File: src/rtl/cs_pkg.sv
package cs_pkg;
  localparam int unsigned NUM_GP  = 2;
  localparam int unsigned NUM_SEL = NUM_GP + 2;

  typedef enum int unsigned {
    SEL_IO   = 0,
    SEL_GP1  = 1,
    SEL_GP2  = 2,
    SEL_PROG = 3
  } sel_idx_e;
endpackage

File: src/rtl/cs_range_match.sv
module cs_range_match #(
  parameter int unsigned CPU_AW = 16,
  parameter int unsigned EXP_AW = 19,
  parameter int unsigned BASE_W = 8,
  parameter int unsigned SIZE_W = 4
) (
  input  logic [CPU_AW-1:0] cpu_addr_i,
  input  logic [EXP_AW-1:0] exp_addr_i,
  input  logic              use_exp_i,
  input  logic [BASE_W-1:0] base_i,
  input  logic [SIZE_W-1:0] size_i,
  input  logic              win1_hit_i,
  input  logic              win2_hit_i,
  output logic              hit_o
);
  localparam int unsigned LOW_BIT  = EXP_AW - BASE_W;
  localparam int unsigned CODE_ALL = BASE_W + 1;
  localparam int unsigned CODE_W1  = BASE_W + 2;
  localparam int unsigned CODE_W2  = BASE_W + 3;

  logic [EXP_AW-1:0] addr;
  logic [BASE_W-1:0] top_bits;
  logic [BASE_W-1:0] cmp_mask;
  int unsigned       code;

  always_comb begin
    addr     = use_exp_i ? exp_addr_i : EXP_AW'(cpu_addr_i);
    top_bits = addr[EXP_AW-1:LOW_BIT];
    code     = int'(size_i);
    // larger range code -> fewer low base bits compared
    for (int i = 0; i < int'(BASE_W); i++)
      cmp_mask[i] = (code != 0) && (i + 1 >= int'(code));
  end

  always_comb begin
    if (code == 0)             hit_o = 1'b0;
    else if (code <= BASE_W)   hit_o = ((top_bits ^ base_i) & cmp_mask) == '0;
    else if (code == CODE_ALL) hit_o = 1'b1;
    else if (code == CODE_W1)  hit_o = win1_hit_i;
    else if (code == CODE_W2)  hit_o = win2_hit_i;
    else                       hit_o = 1'b0;
  end
endmodule

File: src/rtl/cs_arbiter.sv
module cs_arbiter
  import cs_pkg::*;
(
  input  logic [NUM_SEL-1:0] req_i,
  input  logic               onchip_i,
  input  logic               gp_prio_i,
  output logic [NUM_SEL-1:0] gnt_o
);
  always_comb begin
    gnt_o = '0;
    if (!onchip_i) begin
      if (req_i[SEL_IO])                    gnt_o[SEL_IO]   = 1'b1;
      else if (gp_prio_i && req_i[SEL_GP2]) gnt_o[SEL_GP2]  = 1'b1;
      else if (req_i[SEL_GP1])              gnt_o[SEL_GP1]  = 1'b1;
      else if (req_i[SEL_GP2])              gnt_o[SEL_GP2]  = 1'b1;
      else if (req_i[SEL_PROG])             gnt_o[SEL_PROG] = 1'b1;
    end
  end
endmodule

File: src/rtl/cs_stretch.sv
module cs_stretch #(
  parameter int unsigned STR_W = 2
) (
  input  logic             clk_i,
  input  logic             rst_ni,
  input  logic             start_i,
  input  logic [STR_W-1:0] len_i,
  output logic             stretch_o
);
  logic [STR_W-1:0] cnt_q;

  assign stretch_o = (cnt_q != '0) || (start_i && (len_i != '0));

  always_ff @(posedge clk_i or negedge rst_ni) begin
    if (!rst_ni)                 cnt_q <= '0;
    else if (start_i)            cnt_q <= (len_i == '0) ? '0 : len_i - 1'b1;
    else if (cnt_q != '0)        cnt_q <= cnt_q - 1'b1;
  end

  AST_NO_STRETCH_ZERO: assert property (@(posedge clk_i) disable iff (!rst_ni)
    (start_i && len_i == '0) |-> (stretch_o == (cnt_q != '0)))
    else $error("zero stretch raised request");
  AST_STRETCH_NEEDS_START: assert property (@(posedge clk_i) disable iff (!rst_ni)
    $rose(stretch_o) |-> start_i)
    else $error("stretch began without strobe");
  AST_STRETCH_RELEASE: assert property (@(posedge clk_i) disable iff (!rst_ni)
    (!start_i && cnt_q == '0) |-> !stretch_o)
    else $error("stretch held past count");
endmodule

File: src/rtl/bus_chip_select.sv
module bus_chip_select
  import cs_pkg::*;
#(
  parameter int unsigned CPU_AW    = 16,
  parameter int unsigned EXP_AW    = 19,
  parameter int unsigned BASE_W    = 8,
  parameter int unsigned SIZE_W    = 4,
  parameter int unsigned STR_W     = 2,
  parameter int unsigned IO_HI_W   = 4,
  parameter logic [IO_HI_W-1:0]   IO_PAGE   = 4'h1,
  parameter int unsigned PROG_HI_W = 1,
  parameter logic [PROG_HI_W-1:0] PROG_PAGE = 1'b1
) (
  input  logic                            clk_i,
  input  logic                            rst_ni,
  input  logic                            cycle_valid_i,
  input  logic                            addr_strobe_i,
  input  logic [CPU_AW-1:0]               cpu_addr_i,
  input  logic [EXP_AW-1:0]               exp_addr_i,
  input  logic                            onchip_hit_i,
  input  logic                            win1_hit_i,
  input  logic                            win2_hit_i,
  input  logic                            io_en_i,
  input  logic                            io_pol_i,
  input  logic [STR_W-1:0]                io_str_i,
  input  logic [NUM_GP-1:0][BASE_W-1:0]   gp_base_i,
  input  logic [NUM_GP-1:0][SIZE_W-1:0]   gp_size_i,
  input  logic [NUM_GP-1:0]               gp_exp_i,
  input  logic [NUM_GP-1:0]               gp_pol_i,
  input  logic [NUM_GP-1:0][STR_W-1:0]    gp_str_i,
  input  logic                            gp_prio_i,
  input  logic                            prog_en_i,
  input  logic                            prog_pol_i,
  input  logic [STR_W-1:0]                prog_str_i,
  input  logic                            merge_i,
  output logic                            cs_io_o,
  output logic [NUM_GP-1:0]               cs_gp_o,
  output logic                            cs_prog_o,
  output logic                            stretch_o
);
  logic               run_q;
  logic               active;
  logic [NUM_GP-1:0]  gp_hit;
  logic               io_hit;
  logic               prog_hit;
  logic [NUM_SEL-1:0] req;
  logic [NUM_SEL-1:0] gnt;
  logic [STR_W-1:0]   win_len;
  logic               prog_act;

  // selects stay quiet for the first cycle out of reset
  always_ff @(posedge clk_i or negedge rst_ni) begin
    if (!rst_ni) run_q <= 1'b0;
    else         run_q <= 1'b1;
  end

  assign active   = run_q && cycle_valid_i;
  assign io_hit   = io_en_i && (cpu_addr_i[CPU_AW-1 -: IO_HI_W] == IO_PAGE);
  assign prog_hit = prog_en_i && (cpu_addr_i[CPU_AW-1 -: PROG_HI_W] == PROG_PAGE);

  for (genvar k = 0; k < NUM_GP; k++) begin : g_gp
    cs_range_match #(
      .CPU_AW(CPU_AW), .EXP_AW(EXP_AW), .BASE_W(BASE_W), .SIZE_W(SIZE_W)
    ) u_match (
      .cpu_addr_i (cpu_addr_i),
      .exp_addr_i (exp_addr_i),
      .use_exp_i  (gp_exp_i[k]),
      .base_i     (gp_base_i[k]),
      .size_i     (gp_size_i[k]),
      .win1_hit_i (win1_hit_i),
      .win2_hit_i (win2_hit_i),
      .hit_o      (gp_hit[k])
    );
  end

  always_comb begin
    req           = '0;
    req[SEL_IO]   = active && io_hit;
    req[SEL_GP1]  = active && gp_hit[0];
    req[SEL_GP2]  = active && gp_hit[1];
    req[SEL_PROG] = active && prog_hit;
  end

  cs_arbiter u_arb (
    .req_i     (req),
    .onchip_i  (onchip_hit_i),
    .gp_prio_i (gp_prio_i),
    .gnt_o     (gnt)
  );

  always_comb begin
    win_len = '0;
    if (gnt[SEL_IO])   win_len = io_str_i;
    if (gnt[SEL_GP1])  win_len = gp_str_i[0];
    if (gnt[SEL_GP2])  win_len = gp_str_i[1];
    if (gnt[SEL_PROG]) win_len = prog_str_i;
  end

  cs_stretch #(.STR_W(STR_W)) u_str (
    .clk_i     (clk_i),
    .rst_ni    (rst_ni),
    .start_i   (addr_strobe_i && active),
    .len_i     (win_len),
    .stretch_o (stretch_o)
  );

  assign prog_act   = gnt[SEL_PROG] || (merge_i && gnt[SEL_GP2]);
  assign cs_io_o    = io_pol_i ? gnt[SEL_IO] : !gnt[SEL_IO];
  assign cs_gp_o[0] = gp_pol_i[0] ? gnt[SEL_GP1] : !gnt[SEL_GP1];
  assign cs_gp_o[1] = gp_pol_i[1] ? gnt[SEL_GP2] : !gnt[SEL_GP2];
  assign cs_prog_o  = prog_pol_i ? prog_act : !prog_act;

  AST_IDLE_QUIET: assert property (@(posedge clk_i) disable iff (!rst_ni)
    !cycle_valid_i |-> (cs_io_o != io_pol_i && cs_gp_o == ~gp_pol_i
                        && cs_prog_o != prog_pol_i))
    else $error("select active outside bus cycle");
  AST_ONCHIP_WINS: assert property (@(posedge clk_i) disable iff (!rst_ni)
    onchip_hit_i |-> (cs_io_o != io_pol_i && cs_gp_o == ~gp_pol_i
                      && cs_prog_o != prog_pol_i))
    else $error("external select beat on-chip resource");
  AST_SINGLE_WINNER: assert property (@(posedge clk_i) disable iff (!rst_ni)
    $onehot0(gnt))
    else $error("more than one select granted");
  AST_MERGE_PIN: assert property (@(posedge clk_i) disable iff (!rst_ni)
    (merge_i && cs_gp_o[1] == gp_pol_i[1]) |-> (cs_prog_o == prog_pol_i))
    else $error("merged program pin missed select 2");
endmodule

File: config.mk
export PLATFORM = sky130hd
export DESIGN_NAME = bus_chip_select
export DESIGN_NICKNAME = d
export VERILOG_FILES = /design/src/rtl/cs_pkg.sv /design/src/rtl/cs_range_match.sv /design/src/rtl/cs_arbiter.sv /design/src/rtl/cs_stretch.sv /design/src/rtl/bus_chip_select.sv
export SDC_FILE = /design/constraint.sdc
export NUM_CORES = 1
export LEC_CHECK = 0
export ABC_AREA = 1
export CAP_MARGIN = 10
export CORE_UTILIZATION = 45
export DETAILED_ROUTE_END_ITERATION = 8
export DONT_BUFFER_PORTS = 1
export SETUP_SLACK_MARGIN = 0.02
export SLEW_MARGIN = 20
export SYNTH_ARGS = -nofsm -noshare
export SYNTH_HDL_FRONTEND = slang
export SYNTH_SLANG_ARGS = --single-unit
File: constraint.sdc
create_clock -name clk_i -period 1.54 [get_ports clk_i]
set_input_delay 0 -clock clk_i [delete_from_list [all_inputs] [get_ports clk_i]]
set_output_delay 0 -clock clk_i [all_outputs]
set_load 0.05 [all_outputs]
## Word-level counts from Yosys, hierarchy flattened

Index checks and enable logic that the tools add are counted.

| operators by class | value |
|---|---|
| magnitude comparators | 18 |
| equal/unequal tests | 7 |
| bitwise logic cells | 4 |
| shifts and indexed selects | 0 |
| $add $sub $neg | 2 |
| reduce and logical (&&, ||, !) cells | 43 |
| multiply operators | 0 |
| multiplexer cells | 34 |
| divide/modulo/power cells | 0 |

Operators with widths:

| operator | number |
|---|---|
| logical NOT 32 bit | 2 |
| 2-to-1 mux 19 bit | 2 |
| >= comparator 3 x 4 -> 1 bit (first input constant) | 8 |
| logical AND 1 bit | 27 |
| == test 4 bit (second input constant) | 6 |
| 2-to-1 mux 1 bit | 22 |
| AND 8 bit | 2 |
| >= comparator 2 x 4 -> 1 bit (first input constant) | 4 |
| logical NOT 8 bit | 2 |
| 2-to-1 mux 2 bit | 8 |
| XOR 8 bit | 2 |
| >= comparator 1 x 4 -> 1 bit (first input constant) | 2 |
| >= comparator 4 bit (first input constant) | 2 |
| less-or-equal comparator 4 bit (second input constant) | 2 |
| nonzero test 4 bit | 2 |
| nonzero test 2 bit | 3 |
| == test 4 x 1 -> 1 bit (second input constant) | 1 |
| logical NOT 1 bit | 4 |
| 2-to-1 mux 4 bit | 1 |
| subtractor 2 x 1 -> 2 bit (second input constant) | 2 |
| 2-to-1 mux 3 bit | 1 |
| logical NOT 2 bit | 1 |
| logical OR 1 bit | 2 |

| storage, ports and cells | value |
|---|---|
| word-level logic and storage cells | 110 |
| latch bits | 0 |
| bits in registers | 3 |
| output and inout port bits | 5 |
| bits of input ports | 84 |
| bits in read-only memories | 0 |
| memories kept | 0 |
| memory bits (writable) | 0 |

## Longest topological paths before layout

Gate-level depths: netlist of the first run.

| depth | value |
|---|---|
| word-level depth | 19 |
| gate-level depth with buffers | 18 |
| mapped depth without buffers | 18 |

## Hierarchy

From an unflattened synthesis of the first run, not the netlist that was laid out.

| second synthesis, totals | value |
|---|---|
| cell total of the unflattened synthesis | 265 |
| area, all modules | 1,199.9 sq um |

Modules (own cells, without submodules):

| module | seq. area each (sq um) | area each (sq um) | instances | cells each |
|---|---|---|---|---|
| cs_range_match | 0.0 | 395.4 | 2 | 92 |
| bus_chip_select | 25.0 | 206.4 | 1 | 43 |
| cs_stretch | 50.0 | 147.6 | 1 | 24 |
| cs_arbiter | 0.0 | 55.1 | 1 | 14 |

## Least setup slack after synthesis of the first run

OpenSTA, ideal clock, no wires.

| path | value |
|---|---|
| path kind | register to output |
| from | reg run_q |
| to | out cs_prog_o |
| cell stages (with the launch flop) | 11 |
| arrival time | 1.837 ns |
| slack | -0.297 ns |
| path buffers | 0 |
| data required time | 1.540 ns |
| cells stage by stage | dfrtp_1 -> nand2_1 -> inv_1 -> nand2_1 -> nor2_1 -> inv_1 -> nor2_2 -> nand2_2 -> nand3_1 -> nand2_1 -> xnor2_1 |

| on the way | value |
|---|---|
| word-level cells in the longest chain between the ends | 11 |
| elaborated cells between the ends (all ways) | 18 |
| those cells by class | mux (9); reduce/logical (9) |

RTL lines:

| what | RTL line | RTL |
|---|---|---|
| start, declared | bus_chip_select.sv:41 | `logic run_q;` |
| start signal, assigned | bus_chip_select.sv:53 | `if (!rst_ni) run_q <= 1'b0;` |
| start signal, assigned | bus_chip_select.sv:54 | `else run_q <= 1'b1;` |
| logical AND 1 bit (*) | bus_chip_select.sv:57 | `assign active = run_q && cycle_valid_i;` |
| logical AND 1 bit, on equally long branches | bus_chip_select.sv:81, bus_chip_select.sv:80 |  |
| 2-to-1 mux 1 bit, on equally long branches | cs_arbiter.sv:16, cs_arbiter.sv:15 |  |
| 2-to-1 mux 1 bit or 2-to-1 mux 2 bit (tied branches) | cs_arbiter.sv:15, cs_arbiter.sv:14 |  |
| 2-to-1 mux 2 bit or 2-to-1 mux 1 bit (tied branches) | cs_arbiter.sv:14, cs_arbiter.sv:13 |  |
| 2-to-1 mux 1 bit or 2-to-1 mux 3 bit (tied branches) | cs_arbiter.sv:13, cs_arbiter.sv:12 |  |
| 2-to-1 mux 3 bit (*) | cs_arbiter.sv:12 | `if (req_i[SEL_IO]) gnt_o[SEL_IO] = 1'b1;` |
| 2-to-1 mux 4 bit (*) | cs_arbiter.sv:11 | `if (!onchip_i) begin` |
| logical OR 1 bit (*) | bus_chip_select.sv:107 | `assign prog_act = gnt[SEL_PROG] \|\| (merge_i && gnt[SEL_GP2]);` |
| logical NOT 1 bit | bus_chip_select.sv:111 | `assign cs_prog_o = prog_pol_i ? prog_act : !prog_act;` |
| 2-to-1 mux 1 bit (*) | bus_chip_select.sv:111 |  |
| end, declared | bus_chip_select.sv:38 | `output logic cs_prog_o,` |

Every way passes the cells marked *; elsewhere a longest branch is shown, timed or not.

## Worst setup path after layout of the first run

| path | value |
|---|---|
| from | reg run_q |
| to | out stretch_o |

| on the way | value |
|---|---|
| word-level cells in the longest chain between the ends | 12 |
| elaborated cells between the ends (all ways) | 25 |
| those cells by class | mux (15); reduce/logical (10) |

RTL lines:

| what | RTL line | RTL |
|---|---|---|
| logical AND 1 bit (*) | bus_chip_select.sv:57 |  |
| logical AND 1 bit, on equally long branches | bus_chip_select.sv:79, bus_chip_select.sv:80, bus_chip_select.sv:81 |  |
| 2-to-1 mux 1 bit (tied with other cells) | cs_arbiter.sv:14 | `else if (req_i[SEL_GP1]) gnt_o[SEL_GP1] = 1'b1;` |
| 2-to-1 mux 1 bit (tied with other cells) | cs_arbiter.sv:13 | `else if (gp_prio_i && req_i[SEL_GP2]) gnt_o[SEL_GP2] = 1'b1;` |
| 2-to-1 mux 3 bit (tied with other cells) | cs_arbiter.sv:12 |  |
| 2-to-1 mux 4 bit (tied with other cells) | cs_arbiter.sv:11 |  |
| 2-to-1 mux 2 bit (tied with other cells) | bus_chip_select.sv:94 | `if (gnt[SEL_GP1]) win_len = gp_str_i[0];` |
| 2-to-1 mux 2 bit or 2-to-1 mux 4 bit (tied branches) | bus_chip_select.sv:95, cs_arbiter.sv:11 |  |
| 2-to-1 mux 2 bit | bus_chip_select.sv:96 | `if (gnt[SEL_PROG]) win_len = prog_str_i;` |
| nonzero test 2 bit | cs_stretch.sv:12 | `assign stretch_o = (cnt_q != '0) \|\| (start_i && (len_i != '0));` |
| logical AND 1 bit (*) | cs_stretch.sv:12 |  |
| logical OR 1 bit (*) | cs_stretch.sv:12 |  |
| end, declared | bus_chip_select.sv:39 | `output logic stretch_o` |

Marked as above.

==> impl_metrics.json, run 1 <==
{
  "dp_hpwl_um": 2689,
  "root_buffer": "clkbuf_4",
  "fin_nets": 336,
  "cts_tree": "built",
  "setup_viol": 6,
  "slew_violations": 0,
  "ys_seq_elements": 3,
  "setup_slack_ns": -0.2982,
  "grt_overflow": 0,
  "violations": "setup timing",
  "clock_skew_ns": 0.001536,
  "p_leak_nw": 0.8025,
  "grt_antenna_before_repair": 0,
  "die_y_um": 52.05,
  "wl_per_cell_um": 11.78,
  "clk_latency_ns": 0.23,
  "final_common_cell": "nand2_1",
  "finalNonFillerCells": 278,
  "worst-path-max-fanout": 5,
  "crit_type": "reg -> out",
  "dieArea_um2": 2709,
  "status": "complete, but fails checks",
  "max_freq_ghz": 0.5440,
  "syn_nets": 316,
  "worstPathRequired_ns": 1.54,
  "io_pins": 89,
  "wl_um": 3276,
  "io_buffer_count": 0,
  "endpoint_kind": "output pin",
  "synth_cells": 231,
  "cts_max_level": 1,
  "synth.avg_cell_area_um2": 4.880,
  "viasPerCell": 5.180,
  "cts_inserted_buffers": 3,
  "grt_usage_pct": 24.54,
  "vias": 1440,
  "ant_nets": 0,
  "grt_pass1_wl_um": 5147,
  "power_mw": 0.7823,
  "hold_viol": 0,
  "placed_cell_area_um2": 1276,
  "ir_drop_uv": 847.4,
  "final_util_pct": 63.50,
  "cts_buffer_depth": 2,
  "critPathLaunchType": "register",
  "dp_slack_ns": -0.06912,
  "synth-seq-area-share_pct": 6.659,
  "coreArea_um2": 2276,
  "layout_min_cycle_time_ns": 1.838,
  "post-route-period-util_pct": 119.4,
  "firstDrtPassIters": 4,
  "hp-class": "in -> async",
  "final_cell_mix": "nand2_1 (90), inv_1 (24), nor2_1 (23)",
  "crit_arrival_ns": 1.84,
  "syn2layout_area_growth_pct": 28.19,
  "grt_setup_unrepaired": "yes",
  "syn_area_um2": 1127,
  "rows": 17,
  "final_area_um2": 1445,
  "gp_congestion": 0.8400,
  "n_fill_cell": 234,
  "ys_types": 32,
  "dp.cells": 265,
  "grt_start_max_net_pins": 14,
  "clock-sinks": 3,
  "grt_pass1_vias": 1325,
  "insertedDiodeCount": 0,
  "die_w_um": 52.05,
  "drc": 0,
  "clkSlewWorstSetupHoldPaths_ns": 0.04,
  "start_util_pct": 49.53,
  "drive_gt1_share_pct": 22.00,
  "drtIter0Drc": 29,
  "p_per_area_nw_per_um2": 541.3,
  "yosysWarnings": 0,
  "drv_cap": 0
}
-- worst max-delay path, cell delays in order (launching register included) --
cell,delay [ns]
dfrtp_1,0.32
nand2_2,0.06
inv_2,0.09
nand2_2,0.06
nor2_2,0.12
inv_2,0.07
o211ai_4,0.26
nand2_2,0.11
nor2_4,0.14
nor2_2,0.05
nand3b_1,0.17
buf_6,0.17
-- worst paths after layout --
check / endpoint / slack [ns] / startpoint / cells after the start
hold reg to reg: u_str.cnt_q[1]$_DFFE_PN0P_ / 0.52 / u_str.cnt_q[1]$_DFFE_PN0P_ / 2
max in group asynchronous: u_str.cnt_q[0]$_DFFE_PN0P_ / 1.37 / rst_ni / 1
setup reg to reg: u_str.cnt_q[0]$_DFFE_PN0P_ / -0.21 / run_q$_DFF_PN0_ / 12
hold / removal: run_q$_DFF_PN0_ / 0.02 / rst_ni / 1
setup / recovery: stretch_o / -0.30 / run_q$_DFF_PN0_ / 11
min in group clk_i: u_str.cnt_q[0]$_DFFE_PN0P_ / 0.05 / addr_strobe_i / 3
-- power breakdown --
group	switching, mW	leakage, nW	internal (mW)	total (mW)
combinational	0.299	0.753	0.228	0.526
sequential	0.0139	0.0350	0.110	0.124
clock	0.0354	0.0150	0.0967	0.132
total	0.348	0.802	0.434	0.782
-- registers in the layout, summed over array words and instances (netlist names) --
| register | cells |
|---|---|
| u_str.cnt_q | 2 |
| run_q | 1 |
-- synthesized netlist by cell type --
cell type | n | share of area [%]
a21oi_1 | 4 | 1.8
a21oi_2 | 1 | 0.78
nand2_2 | 3 | 1.7
nor2_4 | 2 | 2.0
nor2_2 | 3 | 1.7
nand3_1 | 24 | 11
o21ai_1 | 3 | 1.3
conb_1 | 1 | 0.33
dfrtp_1 | 3 | 6.7
nand3_2 | 1 | 0.89
inv_1 | 26 | 8.7
or2_2 | 1 | 0.56
a31oi_1 | 1 | 0.56
o2111ai_1 | 1 | 0.78
a21o_1 | 1 | 0.67
o21ai_0 | 4 | 1.8
nand3b_1 | 6 | 4.0
buf_4 | 1 | 0.67
nor2_1 | 28 | 9.3
o211ai_2 | 1 | 1.1
o211ai_1 | 1 | 0.67
buf_6 | 1 | 1.0
xor2_1 | 1 | 0.78
ha_1 | 1 | 1.1
or2_0 | 1 | 0.56
nor3_1 | 2 | 0.89
o21a_1 | 1 | 0.67
nand4_1 | 2 | 1.1
o21bai_1 | 1 | 0.67
nand2_1 | 97 | 32
xnor2_1 | 4 | 3.1
inv_2 | 4 | 1.3
-- metal layers --
metal  track usage, %  share of wire [%]
met2            43.59                 50
met5                0                  0
met4            7.207                1.0
met1            29.02                 40
met3            5.263                8.8
-- what timing repair did --
item,4_1_cts,5_1_grt
endpoints found under the setup margin,6,6
endpoints found under the hold margin,3,0
hold buffers,1,0
pin swaps,10,12
setup buffers,5,3
gates resized for setup,8,12
-- final cells by class --
cell class                 instances  area, um2  area share [%]
multi-input combinational        196       1021           70.65
timing repair buffer              17      175.2           12.12
inverter                          30      112.6           7.792
sequential                         3      75.07           5.195
tap                               28      35.03           2.424
clock buffer                       4      26.28           1.818
-- kinds of logic (layout without fill, tap and decap cells) --
family	count (synthesis)	in the layout	synth area share (%)
compound gates	19	19	10.77
other cells	1	1	0.3326
buf+inv	32	51	11.65
simple gates	170	170	65.59
xor+xnor	5	5	3.884
flops	3	3	6.659
fa+ha+maj	1	1	1.110
-- stage by stage --
stage	hold WS (ns)	TNS [ns]
final	0.02288	-1.127
after global routing	0.04061	-1.880
after detailed placement	-0.2955	-0.09487
after global placement	-0.2955	-0.04113
after CTS	0.01426	-1.057
after floorplan	-0.2956	-0.04990
(Power assumes the default switching activity.)
==> run 2: changes to the inputs <==
clock period = 1.65 ns   (was 1.54 ns; I/O delays follow)
==> run 2 against run 1 <==
Against the previous run: the run still ends with setup timing left; sequential share of layout area fell by 0.075 points; flip-flop and latch count did not move; non-clock buffer count is 2 lower; sequential power shrank 7%; utilization up 0.93 points; final cell count shrank 0.72%; global-route usage rose by 0.39 points; critical endpoint unchanged.
==> impl_metrics.json, run 2 (synthesis results as in run 1) <==
{
  "status": "complete, but fails checks",
  "violations": "setup timing",
  "crit_chain": "nand2_2, buf_6, nor2_4, nand2_4, nor2_4, buf_6, nand3_2, nand2_1, nor2_1, nor2_2, nand3b_1, buf_6",
  "p_per_area_nw_per_um2": 493.5,
  "setup_slack_ns": -0.1356,
  "grt_pass1_vias": 1349,
  "p_switching_mw": 0.3244,
  "cts_tree": "built",
  "slowest_stage": "dfrtp_1",
  "ir_drop_uv": 849.2,
  "tns_ns": -0.2512,
  "clkSlewWorstSetupHoldPaths_ns": 0.04,
  "p_seq_share_pct": 15.9,
  "firstDrtPassIters": 6,
  "regToRegEndpoint": "u_str.cnt_q[1]$_DFFE_PN0P_",
  "critPathLaunchType": "register",
  "rows": 17,
  "clock_skew_ns": 0.001640,
  "worst-path-max-fanout": 3,
  "ff2ff_setup_slack_ns": -0.01,
  "dp_hpwl_um": 2730,
  "drive_gt1_share_pct": 21.37,
  "grt_pass1_wl_um": 5257,
  "top_register": "u_str.cnt_q",
  "p_int_mw": 0.3992,
  "max_freq_ghz": 0.5600,
  "path_buf_inv": 3,
  "vias": 1407,
  "insertedDiodeCount": 0,
  "sw_frac_of_total_pct": 44.83,
  "slew_violations": 0,
  "endpoint_kind": "output pin",
  "r2r_start": "run_q$_DFF_PN0_",
  "grt_usage_pct": 24.94,
  "grt_overflow": 0,
  "gp_congestion": 0.8006,
  "crit_end": "stretch_o",
  "viasPerCell": 5.098,
  "fin_nets": 334,
  "wl_per_cell_um": 12.02,
  "io_pins": 89,
  "syn2layout_area_growth_pct": 30.08,
  "layout_min_cycle_time_ns": 1.786,
  "crit_arrival_ns": 1.79,
  "final_cell_mix": "nand2_1 (91), inv_1 (24), nor2_1 (23)",
  "crit_type": "reg -> out",
  "die_y_um": 52.05,
  "root_buffer": "clkbuf_4",
  "grt_antenna_before_repair": 0,
  "dieArea_um2": 2709,
  "cts_max_level": 1,
  "worstPathRequired_ns": 1.65,
  "wl_um": 3317,
  "drtIter0Drc": 18,
  "ant_nets": 0,
  "cts_buffer_depth": 2,
  "largestRegisters": "u_str.cnt_q x2, run_q x1",
  "hp-class": "in -> async",
  "setup_viol": 4,
  "cp-startpoint": "run_q$_DFF_PN0_",
  "cp_top_family": "simple AND/OR/NAND/NOR gates",
  "combinationalPowerShare_pct": 67.1,
  "drc": 0,
  "clkPwrFrac_pct": 17.0,
  "worst-path-stages": 12,
  "cp_slowest_stage_delay_ns": 0.33,
  "final_common_cell": "nand2_1",
  "drv_cap": 0,
  "rr_worst_depth": 13,
  "coreArea_um2": 2276,
  "clock-sinks": 3,
  "io_buffer_count": 0,
  "n_fill_cell": 207,
  "p_leak_nw": 0.7882,
  "largest_reg_flops": 2,
  "cp_common_cell": "buf_6",
  "clk_latency_ns": 0.23,
  "grt_setup_unrepaired": "yes",
  "hold_viol": 0,
  "power_mw": 0.7236,
  "placed_cell_area_um2": 1244,
  "start_util_pct": 49.53,
  "cts_inserted_buffers": 3,
  "final_util_pct": 64.43,
  "grt_start_max_net_pins": 14,
  "post-route-period-util_pct": 108.2,
  "final_area_um2": 1466,
  "die_w_um": 52.05
}
## run 2: changes by cell type in the layout (fill, tap and decap cells not counted), sizes merged
cell  previous run  this run
buf             16        14
## run 2: final cells by class
class / instances / area, um2 / area share [%]
Inverter: 30 / 115.1 / 7.850
Sequential cell: 3 / 75.07 / 5.119
Timing Repair Buffer: 15 / 163.9 / 11.18
Clock buffer: 4 / 26.28 / 1.792
Tap cell: 28 / 35.03 / 2.389
Multi-Input combinational cell: 196 / 1051 / 71.67
## run 2: per-stage QoR
step                      instances  worst slack [ns]  hold slack (ns)
after detailed placement        264           0.01775          -0.2955
after CTS                       272           -0.1389          0.01584
after global placement          264           0.05397          -0.2955
after global routing            276           -0.2358          0.03587
after floorplan                 231           0.02436          -0.2956
final                           276           -0.1356          0.02366
## run 2: how the worst min path moves through the flow
stage	startpoint	endpoint	slack (ns)	depth (start not counted)
after CTS	rst_ni	u_str.cnt_q[1]$_DFFE_PN0P_	0.02	1
after floorplan	rst_ni	run_q$_DFF_PN0_	-0.30	0
after detailed placement	rst_ni	u_str.cnt_q[1]$_DFFE_PN0P_	-0.30	0
final	rst_ni	u_str.cnt_q[1]$_DFFE_PN0P_	0.02	1
after global routing	rst_ni	u_str.cnt_q[1]$_DFFE_PN0P_	0.04	1
after global placement	rst_ni	u_str.cnt_q[0]$_DFFE_PN0P_	-0.30	0
## run 2: power groups by stage
stage | sequential [mW] | combinational [mW] | clock, mW
2_1_floorplan | 0.113 | 0.354 | 0
3_3_place_gp | 0.114 | 0.419 | 0
3_5_place_dp | 0.115 | 0.437 | 0
4_1_cts | 0.114 | 0.461 | 0.129
5_1_grt | 0.117 | 0.546 | 0.131
6_report | 0.115 | 0.486 | 0.123
## run 2: worst register-to-register path, stage by stage, from the launching register on
cell	delay, ns
dfrtp_1	0.33
nand2_2	0.08
buf_6	0.12
nor2_4	0.11
nand2_4	0.09
nor2_4	0.14
buf_6	0.12
nand3_2	0.07
nand2_1	0.06
nor2_1	0.05
nor2_2	0.09
buf_4	0.12
nand2_1	0.07
a21oi_2	0.13
## run 2: timing repair
item                                    4_1_cts  5_1_grt
hold endpoints to repair                      3        0
hold buffers                                  1        0
pin swaps                                    14       11
gates resized for setup                      13       18
endpoints found under the setup margin        5        6
setup buffers                                 3        4
## run 2: metal layers
layer	wire length [um]	up-vias	share of wire [%]	track usage, %
li1	-	756	-	-
met1	1362	591	41	28.57
met2	1667	54	50	46.58
met3	239	6	7.2	4.386
met4	48	0	1.4	6.306
met5	0	-	0	0
